`config.mk`:
```
export PLATFORM = sky130hd
export DESIGN_NAME = scl_timing_gen
export DESIGN_NICKNAME = d
export VERILOG_FILES = /design/src/rtl/scl_timing_pkg.sv /design/src/rtl/scl_cfg_decode.sv /design/src/rtl/scl_phase_ctr.sv /design/src/rtl/scl_timing_gen.sv
export SDC_FILE = /design/constraint.sdc
export NUM_CORES = 1
export LEC_CHECK = 0
export BUFFER_PORTS_ARGS = -buffer_cell sky130_fd_sc_hd__buf_2
export CELL_PAD_IN_SITES_DETAIL_PLACEMENT = 1
export CELL_PAD_IN_SITES_GLOBAL_PLACEMENT = 1
export CORE_MARGIN = 3
export CORE_UTILIZATION = 36
export DETAILED_ROUTE_END_ITERATION = 16
export PLACE_DENSITY = 0.78
export SLEW_MARGIN = 20
export SYNTH_ARGS = -nofsm -noshare
export SYNTH_HDL_FRONTEND = slang
export SYNTH_SLANG_ARGS = --single-unit
```
`constraint.sdc`:
```
create_clock -name clk_i -period 1.4 [get_ports clk_i]
set_input_delay 0.07 -clock clk_i [delete_from_list [all_inputs] [get_ports clk_i]]
set_output_delay 0.07 -clock clk_i [all_outputs]
set_load 0.005 [all_outputs]
```
`src/rtl/scl_timing_pkg.sv`:
```
package scl_timing_pkg;

    parameter int CFG_W        = 16;
    parameter int STEP_W       = 6;
    parameter int SAMP_W       = 3;
    parameter int DLY_W        = 3;
    parameter int HS_STEP_W    = 3;
    parameter int HS_KEY_W     = 2;

    parameter int STD_STEP_LSB = 0;
    parameter int STD_SAMP_LSB = 8;
    parameter int STD_DLY_LSB  = 12;
    parameter int HS_KEY_LSB   = 0;
    parameter int HS_STEP_LSB  = 8;
    parameter int HS_SAMP_LSB  = 12;

    parameter logic [HS_KEY_W-1:0] HS_KEY = 2'b11;

    typedef struct packed {
        logic              hs;
        logic [STEP_W-1:0] step_lim;
        logic [SAMP_W-1:0] samp_lim;
        logic [SAMP_W-1:0] samp_mid;
        logic [SAMP_W-1:0] drv_idx;
    } scl_cfg_t;

endpackage

```
`src/rtl/scl_cfg_decode.sv`:
```
module scl_cfg_decode
    import scl_timing_pkg::*;
(
    input  logic [CFG_W-1:0] std_word_i,
    input  logic [CFG_W-1:0] hs_word_i,
    output scl_cfg_t         cfg_o
);

    logic              hs_sel;
    logic [SAMP_W-1:0] samp_lim;
    logic [DLY_W-1:0]  dly;
    logic [SAMP_W:0]   samp_cnt_full;

    always_comb begin
        hs_sel = (hs_word_i[HS_KEY_LSB +: HS_KEY_W] == HS_KEY);

        if (hs_sel) begin
            cfg_o.step_lim = STEP_W'(hs_word_i[HS_STEP_LSB +: HS_STEP_W]);
            samp_lim       = hs_word_i[HS_SAMP_LSB +: SAMP_W];
            dly            = '0;
        end else begin
            cfg_o.step_lim = std_word_i[STD_STEP_LSB +: STEP_W];
            samp_lim       = std_word_i[STD_SAMP_LSB +: SAMP_W];
            dly            = std_word_i[STD_DLY_LSB +: DLY_W];
        end

        samp_cnt_full  = {1'b0, samp_lim} + 1'b1;
        cfg_o.hs       = hs_sel;
        cfg_o.samp_lim = samp_lim;
        cfg_o.samp_mid = SAMP_W'(samp_cnt_full >> 1);
        cfg_o.drv_idx  = (SAMP_W'(dly) > samp_lim) ? samp_lim : SAMP_W'(dly);
    end

endmodule

```
`src/rtl/scl_phase_ctr.sv`:
```
module scl_phase_ctr #(
    parameter int W = 4
) (
    input  logic         clk_i,
    input  logic         rst_ni,
    input  logic         clr_i,
    input  logic         adv_i,
    input  logic [W-1:0] lim_i,
    output logic [W-1:0] cnt_o,
    output logic         wrap_o
);

    logic [W-1:0] cnt_d, cnt_q;

    always_comb begin
        wrap_o = adv_i && !clr_i && (cnt_q == lim_i);
        cnt_d  = cnt_q;
        if (clr_i) begin
            cnt_d = '0;
        end else if (adv_i) begin
            cnt_d = wrap_o ? '0 : cnt_q + 1'b1;
        end
    end

    always_ff @(posedge clk_i or negedge rst_ni) begin
        if (!rst_ni) begin
            cnt_q <= '0;
        end else begin
            cnt_q <= cnt_d;
        end
    end

    assign cnt_o = cnt_q;

endmodule

```
`src/rtl/scl_timing_gen.sv`:
```
module scl_timing_gen
    import scl_timing_pkg::*;
(
    input  logic             clk_i,
    input  logic             rst_ni,
    input  logic             en_i,
    input  logic [CFG_W-1:0] std_cfg_i,
    input  logic [CFG_W-1:0] hs_cfg_i,
    output logic             scl_o,
    output logic             step_tick_o,
    output logic             fall_o,
    output logic             rise_o,
    output logic             sample_o,
    output logic             drive_o,
    output logic             hs_mode_o
);

    typedef struct packed {
        logic     running;
        logic     scl;
        logic     step_tick;
        logic     fall;
        logic     rise;
        logic     sample;
        logic     drive;
        scl_cfg_t cfg;
    } gen_state_t;

    localparam gen_state_t IDLE_STATE = '{
        running:   1'b0,
        scl:       1'b1,
        step_tick: 1'b0,
        fall:      1'b0,
        rise:      1'b0,
        sample:    1'b0,
        drive:     1'b0,
        cfg:       '0
    };

    gen_state_t        st_d, st_q;
    scl_cfg_t          cfg_new;
    logic              ctr_clr, ctr_adv;
    logic [STEP_W-1:0] step_cnt;
    logic [SAMP_W-1:0] samp_cnt;
    logic              step_wrap, half_wrap;
    logic [STEP_W-1:0] step_lim;

    scl_cfg_decode u_decode (
        .std_word_i (std_cfg_i),
        .hs_word_i  (hs_cfg_i),
        .cfg_o      (cfg_new)
    );

    assign ctr_clr  = !(st_q.running && en_i);
    assign ctr_adv  = st_q.running && en_i;
    assign step_lim = st_q.cfg.step_lim;

    scl_phase_ctr #(.W(STEP_W)) u_step_ctr (
        .clk_i  (clk_i),
        .rst_ni (rst_ni),
        .clr_i  (ctr_clr),
        .adv_i  (ctr_adv),
        .lim_i  (step_lim),
        .cnt_o  (step_cnt),
        .wrap_o (step_wrap)
    );

    scl_phase_ctr #(.W(SAMP_W)) u_samp_ctr (
        .clk_i  (clk_i),
        .rst_ni (rst_ni),
        .clr_i  (ctr_clr),
        .adv_i  (step_wrap),
        .lim_i  (st_q.cfg.samp_lim),
        .cnt_o  (samp_cnt),
        .wrap_o (half_wrap)
    );

    always_comb begin
        st_d           = st_q;
        st_d.step_tick = 1'b0;
        st_d.fall      = 1'b0;
        st_d.rise      = 1'b0;
        st_d.sample    = 1'b0;
        st_d.drive     = 1'b0;

        if (!en_i) begin
            st_d = IDLE_STATE;
            st_d.cfg = st_q.cfg;
        end else if (!st_q.running) begin
            st_d.running = 1'b1;
            st_d.scl     = 1'b1;
            st_d.cfg     = cfg_new;
        end else begin
            st_d.step_tick = step_wrap;
            st_d.fall      = half_wrap && st_q.scl;
            st_d.rise      = half_wrap && !st_q.scl;
            st_d.sample    = step_wrap && st_q.scl
                             && (samp_cnt == st_q.cfg.samp_mid);
            st_d.drive     = step_wrap && !st_q.scl
                             && (samp_cnt == st_q.cfg.drv_idx);
            if (half_wrap) begin
                st_d.scl = !st_q.scl;
            end
        end
    end

    always_ff @(posedge clk_i or negedge rst_ni) begin
        if (!rst_ni) begin
            st_q <= IDLE_STATE;
        end else begin
            st_q <= st_d;
        end
    end

    assign scl_o       = st_q.scl;
    assign step_tick_o = st_q.step_tick;
    assign fall_o      = st_q.fall;
    assign rise_o      = st_q.rise;
    assign sample_o    = st_q.sample;
    assign drive_o     = st_q.drive;
    assign hs_mode_o   = st_q.cfg.hs;

endmodule

```
==> results of run 1 <==
==> worst paths after layout <==
| kind | startpoint | endpoint | slack (ns) |
|---|---|---|---|
| max in group asynchronous | rst_ni | sample_o | 0.55 |
| worst min-delay path | std_cfg_i[5] | step_lim[5] | -0.0003 |
| worst min register to register | st_q[5] | st_q[5] | 0.51 |
| worst max-delay path | step_lim[2] | rise_o | -0.15 |
| worst max register to register | step_lim[2] | rise_o | -0.15 |
| min in group asynchronous | rst_ni | u_step_ctr.cnt_o[3] | 0.38 |
==> layer usage <==
metal | wire, um | GRT usage (%)
met5 | 0 | 0
met4 | 72 | 7.646
met3 | 128 | 2.462
met2 | 2597 | 34.94
met1 | 2076 | 22.84
==> state kept, by name, summed over array words and instances, names as in the netlist <==
signal / flops
u_step_ctr.cnt_o: 6
sample_o: 1
rise_o: 1
hs_mode_o: 1
fall_o: 1
st_q: 10
step_lim: 6
step_tick_o: 1
scl_o: 1
u_samp_ctr.cnt_o: 3
drive_o: 1
==> power by group <==
part           switching, mW  total (mW)  internal, mW
clock network          0.351       0.743         0.392
logic                  0.319       0.661         0.342
registers             0.0753        1.08          1.00
total                  0.745        2.48          1.74
==> through the flow <==
stage / util, % / TNS (ns)
after floorplan: - / -0.1321
after global placement: 48.89 / -0.6105
after detailed placement: 48.89 / -1.456
after CTS: 53.08 / -0.4044
after global routing: 54.25 / -1.764
final: 54.25 / -0.9772
==> area by class of cell <==
type,count,area [um2],area share [%]
multi-input cells,121,933.4,39.24
flip-flops and latches,32,802.0,33.72
repair buffers,71,470.5,19.78
clock buffers,6,82.58,3.472
well taps,52,65.06,2.735
inverters,4,15.01,0.6312
clock inverters,2,10.01,0.4208
==> cells in the final DEF, fill, tap and decap left out, drive strengths merged <==
cell type    instances
buf                 67
dfrtp               31
nand2               27
xnor2               17
o21ai               11
nor3                 6
clkbuf               6
ha                   6
nand4                5
nand3                5
nor4                 5
mux2i                5
and2                 4
inv                  4
o211ai               4
dlygate4sd3          4
nor2                 3
xor2                 3
a22o                 3
a21oi                3
a211oi               2
clkinv               2
and3                 2
and4                 1
mux2                 1
nand2b               1
nor2b                1
or2                  1
o2111ai              1
or4                  1
a31oi                1
o31ai                1
o311ai               1
dfstp                1
==> cells by family after synthesis <==
family          Yosys count  share of synthesized area, %
compound gates           27                         10.45
mux                       6                         3.709
simple gates             62                         18.62
fa+ha+maj                 6                         4.542
flops                    32                         48.52
xor+xnor                 20                         11.96
buf+inv                   9                         2.195
==> timing repair <==
action                     CTS  global route
hold endpoints to repair    34             0
hold buffers                 4             0
pin swaps                    2             7
setup endpoints to repair    9            16
buffers inserted             3             2
resized for setup            5             8
==> key figures, run 1 <==
Synth
  – Top-count cell post-synth: dfrtp_1
  – Post-synth net total: 203
  – EDFF count, synth: 0
  – Ys flop type: dfrtp_1
  – Commonest cells post-synth: 31 x dfrtp_1, 27 x nand2_1, 14 x xnor2_1
  – Synth area leaders: dfrtp_1 47%, xnor2_1 7.4%, nand2_1 6.1%
  – Seq/Total Area, Yosys: 48.52%
  – Post-Syn Area per Cell: 10.20 um2
  – Async S/R FF share, synth: 100.0%
  – Top cell type's share of synthesized area: 46.93%
  – Cells after Synth: 162
  – Post-synth top area cell: dfrtp_1
  – Ys Warns: 0
  – Synth unique cells: 35
  – #FFs+latches synth: 32
  – Syn Std Cell Area: 0.001653 mm2

STA
  – RSZ-0062 raised after global routing: true
  – Final period util: 110.5%
  – Final hold violation count: 1
  – Highest Clock Rate: 646.4 MHz
  – Max Clock Skew: 0.002799 ns
  – Minimum clock period: 1.547 ns
  – Slack of the critical path: -0.1470 ns
  – Slew Limit Headroom: 50.90%
  – Slew at the pin with the worst max-slew slack: 0.7365 ns
  – Count of final setup violators: 9
  – Final Slew Violations: 0
  – Hold WS: -0.0003217 ns

Drt
  – Total wire length: 4874 um
  – Vias/cell: 5.281
  – Post-route ant nets: 0
  – Avg WL per Cell: 16.92 um
  – Drt pass-1 iters: 4
  – DRC errors left: 0
  – Vias: 1521
  – Iter 0 DRT Violations: 44

Clock tree
  – Worst-Skew Late Latency: 0.28 ns
  – Clock buffer depth: 2
  – CTS HTree Levels: 2
  – Clock sinks: 32
  – Total clock buffers created by CTS: 5
  – Clk root buf: clkbuf_8
  – Clk slew on worst S/H paths: 0.07 ns
  – CTS tree: done

Critical path
  – Crit start category: register
  – Buf+Inv Stages, Crit Path: 1
  – CP Cell Sequence: xnor2_2 -> buf_4 -> and4_1 -> nand2_2 -> nor4_2
  – Critical path's slowest cell: dfrtp_1
  – Max incr delay on CP: 0.43 ns
  – Crit end category: register
  – Worst EP arrival: 1.73 ns
  – Delay-heaviest family, CP: simple AND/OR/NAND/NOR gates
  – WP data required: 1.58 ns
  – Worst path depth: 5
  – R2R cell count: 5
  – Critical Path Fanout Max: 6
  – Kind of critical path: reg -> reg

Placement
  – Placed inst area: 0.002143 mm2
  – Port bufs: 29
  – Placed cell count: 271
  – GP Congestion: 0.8709
  – Dpl hpwl: 3336 um
  – Post-Place Worst Slack: -0.2512 ns

Global route
  – Pin count of the biggest net entering global routing: 33
  – Antenna violations before repair: 0
  – Vias in the first global route: 1622
  – First-pass GRT wire length: 7790 um
  – Gr usage total: 19.31%
  – GRT Residual Overflow: 0

Die
  – Area of the die: 0.005441 mm2
  – Die W: 73.76 um
  – # rows: 24
  – Chip height: 73.76 um
  – Core ar.: 0.004384 mm2
  – Initial Util: 37.70%
  – Num ports: 42

Cells and area
  – Inserted Diodes: 0
  – Post-layout instance area: 0.002379 mm2
  – Final nets: 276
  – Layout Area Growth over Synthesis: 43.91%
  – Layout cells sized above 1: 41.53%
  – Number of fill cells: 505
  – Post-route insts no fill: 288

Min path
  – Hold Path Cell Cnt: 2
  – Hold WC Path Type: in -> reg

Run status
  – Status: finished with violations
  – Violated checks: negative hold slack, negative setup slack

Power
  – Pwr/cell area: 1044 mW/mm2
  – Leakage: 1.124 nW
  – Total power: 2.482 mW
  – Peak VDD IR: 0.4762 mV

Flow run
  – Max capacitance violation total: 0
(Power assumes the default switching activity.)
==> run 2, diff against run 1 <==
--- a/config.mk
+++ b/config.mk
@@ -6,10 +6,10 @@
 export NUM_CORES = 1
 export LEC_CHECK = 0
 export BUFFER_PORTS_ARGS = -buffer_cell sky130_fd_sc_hd__buf_2
-export CELL_PAD_IN_SITES_DETAIL_PLACEMENT = 1
-export CELL_PAD_IN_SITES_GLOBAL_PLACEMENT = 1
+export CELL_PAD_IN_SITES_DETAIL_PLACEMENT = 2
+export CELL_PAD_IN_SITES_GLOBAL_PLACEMENT = 2
 export CORE_MARGIN = 3
-export CORE_UTILIZATION = 36
+export CORE_UTILIZATION = 29
 export DETAILED_ROUTE_END_ITERATION = 16
 export PLACE_DENSITY = 0.78
 export SLEW_MARGIN = 20
==> run 2 against run 1 <==
The flow finishes with violations (negative setup slack). Clock skew increased by 0.0045 ns. Worst hold slack improved by 0.0057 ns. Routed wire length increased by 20%. First-iteration DRC count decreased by 9.1%. Critical path type unchanged. Largest cell class unchanged. Largest power group unchanged.
==> key figures, run 2 (synthesis gave the netlist of run 1 again) <==
Clock tree
  – Clk root buf: clkbuf_8
  – Clk slew on worst S/H paths: 0.07 ns
  – Worst-Skew Late Latency: 0.30 ns
  – Clock buffer depth: 2
  – Total clock buffers created by CTS: 5
  – CTS HTree Levels: 2
  – CTS tree: done
  – Clock sinks: 32

STA
  – Final Slew Violations: 0
  – Minimum clock period: 1.536 ns
  – Max Clock Skew: 0.007304 ns
  – Slack of the critical path: -0.1361 ns
  – Final hold violation count: 0
  – Final period util: 109.7%
  – Highest Clock Rate: 651.0 MHz
  – Slew at the pin with the worst max-slew slack: 0.7389 ns
  – Slew Limit Headroom: 50.74%
  – Count of final setup violators: 7
  – Setup tns final: -0.2690 ns
  – RSZ-0062 raised after global routing: true

Die
  – Chip height: 81.50 um
  – Die W: 81.50 um
  – Num ports: 42
  – Initial Util: 31.17%
  – # rows: 26
  – Core ar.: 0.005303 mm2
  – Area of the die: 0.006641 mm2

Critical path
  – Delay-heaviest family, CP: simple AND/OR/NAND/NOR gates
  – Critical Path Fanout Max: 3
  – Max incr delay on CP: 0.46 ns
  – Critical path's slowest cell: or4_4
  – WP data required: 1.62 ns
  – CP Cell Sequence: xnor2_2 -> nand4_1 -> or4_4 -> a21oi_2
  – Buf+Inv Stages, Crit Path: 0
  – Crit end category: register
  – Crit start category: register
  – Kind of critical path: reg -> reg
  – Worst EP arrival: 1.75 ns

Placement
  – Port bufs: 29
  – Dpl hpwl: 4031 um
  – GP Congestion: 0.8165

Drt
  – Vias/cell: 4.983
  – Iter 0 DRT Violations: 40
  – Drt pass-1 iters: 4
  – DRC errors left: 0
  – Avg WL per Cell: 19.47 um
  – Post-route ant nets: 0
  – Vias: 1500
  – Total wire length: 5860 um

Cells and area
  – Layout cells sized above 1: 45.02%
  – Largest Register: st_q
  – Final nets: 271
  – Commonest cells after routing, fill and taps aside: 33 x buf_4, 31 x dfrtp_1, 27 x buf_2
  – Most common cell after layout, fill and taps aside: buf_4
  – Final Core Density: 46.74%
  – Max reg flops: 10
  – Layout Area Growth over Synthesis: 49.96%
  – Inserted Diodes: 0

Power
  – Pwr/cell area: 1095 mW/mm2
  – Leakage: 1.125 nW
  – Total power: 2.715 mW
  – Peak VDD IR: 0.4492 mV

Global route
  – Gr usage total: 18.45%
  – GRT Residual Overflow: 0
  – Antenna violations before repair: 0
  – Vias in the first global route: 1764
  – Pin count of the biggest net entering global routing: 33
  – First-pass GRT wire length: 8887 um

Flow run
  – Max capacitance violation total: 0

Run status
  – Violated checks: negative setup slack
  – Status: finished with violations

Min path
  – Hold WC Path Type: in -> reg
## run 2: cell count changes in the layout (fill, tap and decap cells not counted), sizes merged
cell         before  now
clkinv            2    1
buf              67   62
bufinv            0    1
clkbuf            6    7
dlygate4sd3       4    3
## run 2: where the power goes
part	switching (mW)	total, mW	internal [mW]	leakage, nW
logic	0.368	0.730	0.362	0.652
registers	0.0769	1.08	1.00	0.418
clock network	0.377	0.905	0.528	0.0552
## run 2: path summary, 6_finish.rpt
kind	slack [ns]	cells past startpoint	startpoint	end
max in group asynchronous	0.55	2	rst_ni	st_q[7]
min in group asynchronous	0.37	2	rst_ni	u_step_ctr.cnt_o[4]
worst min register to register	0.51	2	hs_mode_o	hs_mode_o
worst max-delay path	-0.14	4	u_step_ctr.cnt_o[5]	u_samp_ctr.cnt_o[0]
worst min-delay path	0.005	2	std_cfg_i[5]	step_lim[5]
worst max register to register	-0.14	4	u_step_ctr.cnt_o[5]	u_samp_ctr.cnt_o[0]
## run 2: layout make-up
type / count / area [um2]
fill: 552 / 2824
multi-input combinational: 121 / 1023
sequential: 32 / 802.0
timing repair buffer: 66 / 442.9
tap: 70 / 87.58
clock buffer: 6 / 72.57
clock inverter: 2 / 35.03
inverter: 4 / 15.01
## run 2: per-layer routing
metal  global-route usage (%)  vias to the layer above  wire [um]
met5                        0                        -          0
met4                    9.628                        0        184
met3                    2.741                       13        149
met2                    35.50                       36       3289
met1                    19.00                      745       2237
li1                         -                      706          -
## run 2: metrics by stage
step / setup WS [ns] / cell area [um2] / instances / hold WS [ns]
after floorplan: -0.1083 / 1713 / 162 / -0.2256
after CTS: -0.1064 / 2345 / 298 / 0.006173
after global placement: -0.1613 / 2151 / 287 / 0.1539
after detailed placement: -0.3174 / 2151 / 287 / 0.1770
final: -0.1361 / 2479 / 301 / 0.005346
after global routing: -0.1773 / 2479 / 301 / 0.004370
## run 2: repair_timing
item                       4_1_cts  5_1_grt
gates resized for setup         10       22
pin swaps                        7       14
setup buffers                    0        3
cloned                           0        0
hold buffers                     3        0
setup endpoints to repair       16       19
hold endpoints to repair        33        0
